===== src/rtl/uart_rx_pkg.sv =====
package uart_rx_pkg;
  localparam int DATA_W = 8;

  typedef enum logic [2:0] {
    ST_IDLE, ST_START, ST_DATA, ST_PAR, ST_STOP, ST_STOP2, ST_WAIT
  } rx_state_t;

  typedef struct packed {
    logic              ovr;
    logic              brk;
    logic              perr;
    logic              ferr;
    logic [DATA_W-1:0] data;
  } rx_entry_t;
endpackage


===== src/rtl/uart_rx_sync.sv =====
module uart_rx_sync #(
  parameter int STAGES = 2
) (
  input  logic clk,
  input  logic rst_n,
  input  logic din,
  output logic dout
);
  logic [STAGES-1:0] chain_q;

  always_ff @(posedge clk or negedge rst_n) begin
    if (!rst_n) chain_q <= '1;
    else        chain_q <= {chain_q[STAGES-2:0], din};
  end

  assign dout = chain_q[STAGES-1];
endmodule


===== src/rtl/uart_rx_frame.sv =====
module uart_rx_frame
  import uart_rx_pkg::*;
#(
  parameter int OSR = 16
) (
  input  logic      clk,
  input  logic      rst_n,
  input  logic      os_tick,
  input  logic      rx,
  input  logic [1:0] cfg_wlen,
  input  logic      cfg_par_en,
  input  logic      cfg_par_odd,
  input  logic      cfg_par_stick,
  input  logic      cfg_two_stop,
  output logic      start_det,
  output logic      line_idle,
  output logic      frame_done,
  output rx_entry_t frame_entry
);
  localparam int CW = $clog2(OSR);
  localparam logic [CW-1:0] MID  = CW'(OSR/2 - 1);
  localparam logic [CW-1:0] LAST = CW'(OSR - 1);

  rx_state_t         state_q, state_d;
  logic [CW-1:0]     cnt_q, cnt_d;
  logic [2:0]        bit_q, bit_d;
  logic [DATA_W-1:0] sh_q, sh_d;
  logic              par_q, par_d;
  logic              done_q, done_d;
  rx_entry_t         entry_q, entry_d, built;

  logic [DATA_W-1:0] data_al;
  logic              sum, brk;

  // assemble the entry from the current shift state and the stop sample
  always_comb begin
    data_al = sh_q >> (2'd3 - cfg_wlen);
    sum     = (^data_al) ^ par_q;
    brk     = (data_al == '0) && (!cfg_par_en || !par_q) && !rx;
    built.ovr  = 1'b0;
    built.brk  = brk;
    built.data = data_al;
    built.ferr = !rx && !brk;
    built.perr = !brk && cfg_par_en &&
                 (cfg_par_stick ? (par_q != cfg_par_odd) : (sum != cfg_par_odd));
  end

  always_comb begin
    state_d = state_q;
    cnt_d   = cnt_q;
    bit_d   = bit_q;
    sh_d    = sh_q;
    par_d   = par_q;
    done_d  = 1'b0;
    entry_d = entry_q;
    case (state_q)
      ST_IDLE: if (os_tick && !rx) begin
        state_d = ST_START;
        cnt_d   = '0;
      end
      ST_START: if (os_tick) begin
        if (cnt_q == MID) begin
          cnt_d = '0;
          if (!rx) begin
            state_d = ST_DATA;
            bit_d   = '0;
            sh_d    = '0;
          end else begin
            state_d = ST_IDLE;
          end
        end else cnt_d = cnt_q + 1'b1;
      end
      ST_DATA: if (os_tick) begin
        if (cnt_q == LAST) begin
          cnt_d = '0;
          sh_d  = {rx, sh_q[DATA_W-1:1]};
          bit_d = bit_q + 3'd1;
          if (bit_q == {1'b1, cfg_wlen}) state_d = cfg_par_en ? ST_PAR : ST_STOP;
        end else cnt_d = cnt_q + 1'b1;
      end
      ST_PAR: if (os_tick) begin
        if (cnt_q == LAST) begin
          cnt_d   = '0;
          par_d   = rx;
          state_d = ST_STOP;
        end else cnt_d = cnt_q + 1'b1;
      end
      ST_STOP: if (os_tick) begin
        if (cnt_q == LAST) begin
          cnt_d   = '0;
          done_d  = 1'b1;
          entry_d = built;
          state_d = cfg_two_stop ? ST_STOP2 : ST_WAIT;
        end else cnt_d = cnt_q + 1'b1;
      end
      ST_STOP2: if (os_tick) begin
        if (cnt_q == LAST) begin
          cnt_d   = '0;
          state_d = ST_WAIT;
        end else cnt_d = cnt_q + 1'b1;
      end
      ST_WAIT: if (rx) state_d = ST_IDLE;
      default: state_d = ST_IDLE;
    endcase
  end

  always_ff @(posedge clk or negedge rst_n) begin
    if (!rst_n) begin
      state_q <= ST_IDLE;
      cnt_q   <= '0;
      bit_q   <= '0;
      sh_q    <= '0;
      par_q   <= 1'b0;
      done_q  <= 1'b0;
      entry_q <= '0;
    end else begin
      state_q <= state_d;
      cnt_q   <= cnt_d;
      bit_q   <= bit_d;
      sh_q    <= sh_d;
      par_q   <= par_d;
      done_q  <= done_d;
      entry_q <= entry_d;
    end
  end

  assign start_det   = (state_q == ST_IDLE) && os_tick && !rx;
  assign line_idle   = (state_q == ST_IDLE);
  assign frame_done  = done_q;
  assign frame_entry = entry_q;


  single_done_chk: assert property (@(posedge clk) disable iff (!rst_n)
    frame_done |=> !frame_done);


  start_confirm_chk: assert property (@(posedge clk) disable iff (!rst_n)
    (state_q == ST_START && state_d == ST_DATA) |-> (os_tick && !rx));
endmodule


===== src/rtl/uart_rx_idle_timer.sv =====
module uart_rx_idle_timer #(
  parameter int OSR     = 16,
  parameter int TO_BITS = 32
) (
  input  logic clk,
  input  logic rst_n,
  input  logic os_tick,
  input  logic line_idle,
  input  logic start_det,
  input  logic data_pending,
  output logic timeout
);
  localparam int LIMIT = OSR * TO_BITS;
  localparam int TW    = $clog2(LIMIT + 1);
  localparam logic [TW-1:0] LAST = TW'(LIMIT - 1);

  logic [TW-1:0] cnt_q, cnt_d;
  logic          flag_q, flag_d;
  logic          step;

  always_comb begin
    step   = os_tick && line_idle && data_pending && !flag_q;
    cnt_d  = cnt_q;
    flag_d = flag_q;
    if (start_det || !data_pending) cnt_d = '0;
    else if (step)                  cnt_d = cnt_q + 1'b1;
    if (start_det)                      flag_d = 1'b0;
    else if (step && (cnt_q == LAST))   flag_d = 1'b1;
  end

  always_ff @(posedge clk or negedge rst_n) begin
    if (!rst_n) begin
      cnt_q  <= '0;
      flag_q <= 1'b0;
    end else begin
      cnt_q  <= cnt_d;
      flag_q <= flag_d;
    end
  end

  assign timeout = flag_q;


  to_needs_pending_chk: assert property (@(posedge clk) disable iff (!rst_n)
    $rose(timeout) |-> $past(data_pending));


  to_cnt_bound_chk: assert property (@(posedge clk) disable iff (!rst_n)
    cnt_q <= TW'(LIMIT));
endmodule


===== src/rtl/uart_frame_rx.sv =====
module uart_frame_rx
  import uart_rx_pkg::*;
#(
  parameter int OSR       = 16,
  parameter int TO_BITS   = 32,
  parameter int SYNC_STG  = 2
) (
  input  logic        clk,
  input  logic        rst_n,
  input  logic        os_tick,
  input  logic        rx_line,
  input  logic [1:0]  cfg_wlen,
  input  logic        cfg_par_en,
  input  logic        cfg_par_odd,
  input  logic        cfg_par_stick,
  input  logic        cfg_two_stop,
  input  logic        data_pending,
  input  logic        rx_ready,
  output logic        rx_valid,
  output logic [11:0] rx_data,
  output logic        rx_timeout
);
  logic      rx_s, start_det, line_idle, frame_done;
  rx_entry_t fr_entry, out_q, out_d;
  logic      valid_q, valid_d;

  uart_rx_sync #(.STAGES(SYNC_STG)) u_sync (
    .clk(clk), .rst_n(rst_n), .din(rx_line), .dout(rx_s)
  );

  uart_rx_frame #(.OSR(OSR)) u_frame (
    .clk(clk), .rst_n(rst_n), .os_tick(os_tick), .rx(rx_s),
    .cfg_wlen(cfg_wlen), .cfg_par_en(cfg_par_en), .cfg_par_odd(cfg_par_odd),
    .cfg_par_stick(cfg_par_stick), .cfg_two_stop(cfg_two_stop),
    .start_det(start_det), .line_idle(line_idle),
    .frame_done(frame_done), .frame_entry(fr_entry)
  );

  uart_rx_idle_timer #(.OSR(OSR), .TO_BITS(TO_BITS)) u_timer (
    .clk(clk), .rst_n(rst_n), .os_tick(os_tick), .line_idle(line_idle),
    .start_det(start_det), .data_pending(data_pending), .timeout(rx_timeout)
  );

  always_comb begin
    valid_d = valid_q;
    out_d   = out_q;
    if (valid_q && rx_ready) valid_d = 1'b0;
    if (frame_done) begin
      valid_d   = 1'b1;
      out_d     = fr_entry;
      out_d.ovr = valid_q && !rx_ready;
    end
  end

  always_ff @(posedge clk or negedge rst_n) begin
    if (!rst_n) begin
      valid_q <= 1'b0;
      out_q   <= '0;
    end else begin
      valid_q <= valid_d;
      out_q   <= out_d;
    end
  end

  assign rx_valid = valid_q;
  assign rx_data  = out_q;


  hold_until_accept_chk: assert property (@(posedge clk) disable iff (!rst_n)
    (rx_valid && !rx_ready) |=> rx_valid);


  data_stable_chk: assert property (@(posedge clk) disable iff (!rst_n)
    (rx_valid && !rx_ready && !frame_done) |=> $stable(rx_data));


  break_clean_chk: assert property (@(posedge clk) disable iff (!rst_n)
    (rx_valid && rx_data[10]) |-> (rx_data[9:0] == 10'd0));


  overrun_flag_chk: assert property (@(posedge clk) disable iff (!rst_n)
    (frame_done && rx_valid && !rx_ready) |=> rx_data[11]);
endmodule


===== config.mk =====
export PLATFORM = sky130hd
export DESIGN_NAME = uart_frame_rx
export DESIGN_NICKNAME = d
export VERILOG_FILES = /design/src/rtl/uart_rx_pkg.sv /design/src/rtl/uart_rx_sync.sv /design/src/rtl/uart_rx_frame.sv /design/src/rtl/uart_rx_idle_timer.sv /design/src/rtl/uart_frame_rx.sv
export SDC_FILE = /design/constraint.sdc
export NUM_CORES = 1
export LEC_CHECK = 0
export BUFFER_PORTS_ARGS = -buffer_cell sky130_fd_sc_hd__buf_2
export CAP_MARGIN = 30
export CORE_MARGIN = 2
export CORE_UTILIZATION = 59
export DETAILED_ROUTE_END_ITERATION = 6
export PLACE_DENSITY = 0.79
export SYNTH_ARGS = -nofsm -noshare
export SYNTH_HDL_FRONTEND = slang
export SYNTH_SLANG_ARGS = --single-unit

===== constraint.sdc =====
create_clock -name clk -period 2.6 [get_ports clk]
set_clock_uncertainty 0.05 [all_clocks]
set_input_delay 0.26 -clock clk [delete_from_list [all_inputs] [get_ports clk]]
set_output_delay 0.26 -clock clk [all_outputs]
set_load 0.005 [all_outputs]

==> out/metrics.cfg <==
[power_and_ir_drop]
fin_total_pwr_mw=2.40
peakVddDrop_mv=0.393
p_leak_nw=1.60
p_per_area_nw_per_um2=724

[clock_network]
cts_tree=yes
clock_latency_ns=0.34
path_clk_slew_ns=0.06
clock_sinks=57
cts_resized=0
cts_made_buffers=9
cts_root_buf=clkbuf_8
clockBufferDepth=2
cts-htree-levels=3

[detailed_routing]
drc=0
first_iter_violations=156
post_drt_wl_per_cell_um=14.3
via_per_inst=5.58
drtPass1Iterations=4
vias=2143
wl_mm=5.50
drtAntennaViolNets=0

[yosys]
syn-cell-area_um2=2890
yosys_warnings=0
synthTopCellsByArea=dfrtp_1, mux2_2, o21ai_0, ha_1, nand2_1
yosysMostFrequentCell=dfrtp_1
synth_edf_count=0
synth_fp_nets=300
ys_types=48
syn-mean-instance-area_um2=10.3
seq_area_frac_synth_pct=49.5
synthFlopType=dfrtp_1
synth_top_area_cell=dfrtp_1
yosys_register_bits=57
synth.top_cell.area_share_pct=47.7
syn_inst=279
netlist_top_cells_count=dfrtp_1, nand2_1, o21ai_0
ys_async_sr_fraction_pct=100

[global_routing]
grt_util_all_layers_pct=23.0
overflow=0
antenna_found_initial=0
grt_pass1_wl_mm=9.32
grt_max_degree=39
grt_pass1_vias=1978

[sta]
setup_viol=0
finalCritPeriodShare_pct=84.1
max_freq_mhz=457
slew_headroom_pct=66.3
rsz0062_at_grt=false
worst_pin_slew_ns=0.505
fin_crit_ns=2.19
fin_tns_setup_ns=0
maxSlewViolCount=0
finalHoldViolCount=0

[cells_and_area]
stdcell_count=384
num_antenna_cells=0
final_util_pct=70.3
drive_above_1_share_pct=22.1
design_area_um2=3320
nNetsFinal=333
area_growth_syn_to_layout_pct=15.0

[outcome]
status=finished clean

[place]
dpl.cell_count=366
hpwl_mm=3.94
placed_area_um2=3100
portBuffers=25
gp_congestion=0.974

[job]
drv_cap=0

[floorplanning]
die-area_um2=5470
placement_rows=25
io_pins=26
fp.dieW_um=73.9
die_h_um=73.9
start_util_pct=61.1
core-area_um2=4720

[critical_path]
worst-path-max-fanout=4
rrSetupSlack_ns=0.41
ff2ff_path_depth=8
arrival_ns=2.38
worstSetupPathDepth=8
cp_slowest_cell=dfrtp_1
critPathKind=register to register
cpLargestDelayFamily=compound AO/OA/AOI/OAI gates
cp-startpoint=u_frame.sh_q[6]
path_cells=mux2_2 -> o21ai_0 -> ha_1 -> xnor2_1 -> xnor2_1 -> nor2_1 -> xnor2_1 -> o31ai_1
crit_path_start_kind=register
worstSetupEndpoint=u_frame.frame_entry[9]
rr_startpoint=u_frame.sh_q[6]
slowest_delay_ns=0.43
crit_path_end_kind=register
cp_common_cell=xnor2_1
reg2reg_to=u_frame.frame_entry[9]
cp.required_ns=2.79
path_buf_inv=0

[worst_hold_path]
hold_path_class=primary input to register
min_path_cells=3

[repair_timing]
item	in CTS	in global routing
hold buffers	2	0
setup buffers	0	0
hold endpoints to repair	17	0
[worst min-delay path by stage]
stage | startpoint | endpoint | slack (ns)
after floorplan | rst_n | rx_data[0] | -0.09
after global routing | cfg_par_en | u_frame.frame_entry[9] | 0.17
after CTS | cfg_par_en | u_frame.frame_entry[9] | 0.14
final | cfg_par_en | u_frame.frame_entry[9] | 0.17
after detailed placement | rst_n | rx_data[7] | 0.08
after global placement | u_sync.chain_q[0] | u_sync.chain_q[1] | 0.30
[worst register-to-register path, delay by kind of cell (launching register included)]
family / cells / cell delay, ns
DFF: 1 / 0.43
and+or+nand+nor: 1 / 0.06
xor gates and xnor gates: 3 / 0.45
adders and majority gates: 1 / 0.30
muxes: 1 / 0.30
AOI/OAI and AO/OA: 2 / 0.50
[stage by stage]
stage	setup slack, ns	hold slack (ns)
finish	0.414	0.166
global route	0.271	0.171
global placement	0.425	0.297
detailed placement	0.251	0.0839
CTS	0.423	0.141
floorplan	0.510	-0.0856
[power by group]
part           internal [mW]  leakage (nW)  switching (mW)  total, mW
Sequential             0.937         0.782          0.0533      0.990
Clock                  0.461         0.102           0.348      0.809
Combinational          0.244         0.714           0.360      0.604
[sequential cells by signal (all words and copies together), names as in the netlist, 2 cells and up]
signal,cells
rx_data,12
u_frame.frame_entry,11
u_timer.cnt_q,10
u_frame.sh_q,8
u_frame.cnt_q,4
u_frame.bit_q,3
u_frame.state_q,3
u_sync.chain_q,2
[cell usage in the layout (no fill, tap or decap), types with 3 or more instances in the layout]
cell type  instances
a21oi_1            9
o21ai_0           25
o31ai_1            3
ha_1               9
nor2_1            18
xnor2_1           10
a22o_1             9
a21o_1             5
mux2_2            15
xor2_1             5
nand4_1            6
nand2_1           29
buf_2             25
clkbuf_8          10
dfrtp_1           55
nand3_1           10
nor2b_1            3
buf_4              8
mux2i_1            9
inv_1             10
clkinv_2           4
[area by class of cell]
cell class                      instances  area, um^2
Fill cell                             358        1400
Timing Repair Buffer                   36         225
Multi-Input combinational cell        198        1350
Clock buffer                           10         138
Sequential cell                        57        1430
Inverter                               10        37.5
Tap cell                               67        83.8
Clock inverter                          6        57.6
[metal layers]
metal / part of all wire [%] / global-route usage, % / vias to the layer above
met4: 1.5 / 13.5 / 0
met2: 47 / 32.7 / 49
met1: 48 / 31.7 / 1018
met3: 4.0 / 6.10 / 8
met5: 0 / 0 / -
li1: - / - / 1068
[logic make-up (layout without fill, tap and decap cells)]
group,Yosys count,in the layout,synth area share [%]
AND/OR/NAND/NOR,84,84,14.4
AO/OA/AOI/OAI,66,66,14.9
adder cells (fa/ha/maj),9,9,3.90
XOR/XNOR,15,15,4.55
flip-flops,57,57,49.5
multiplexers,24,24,8.98
buffers and inverters,24,62,3.73
(Power assumes the default switching activity.)
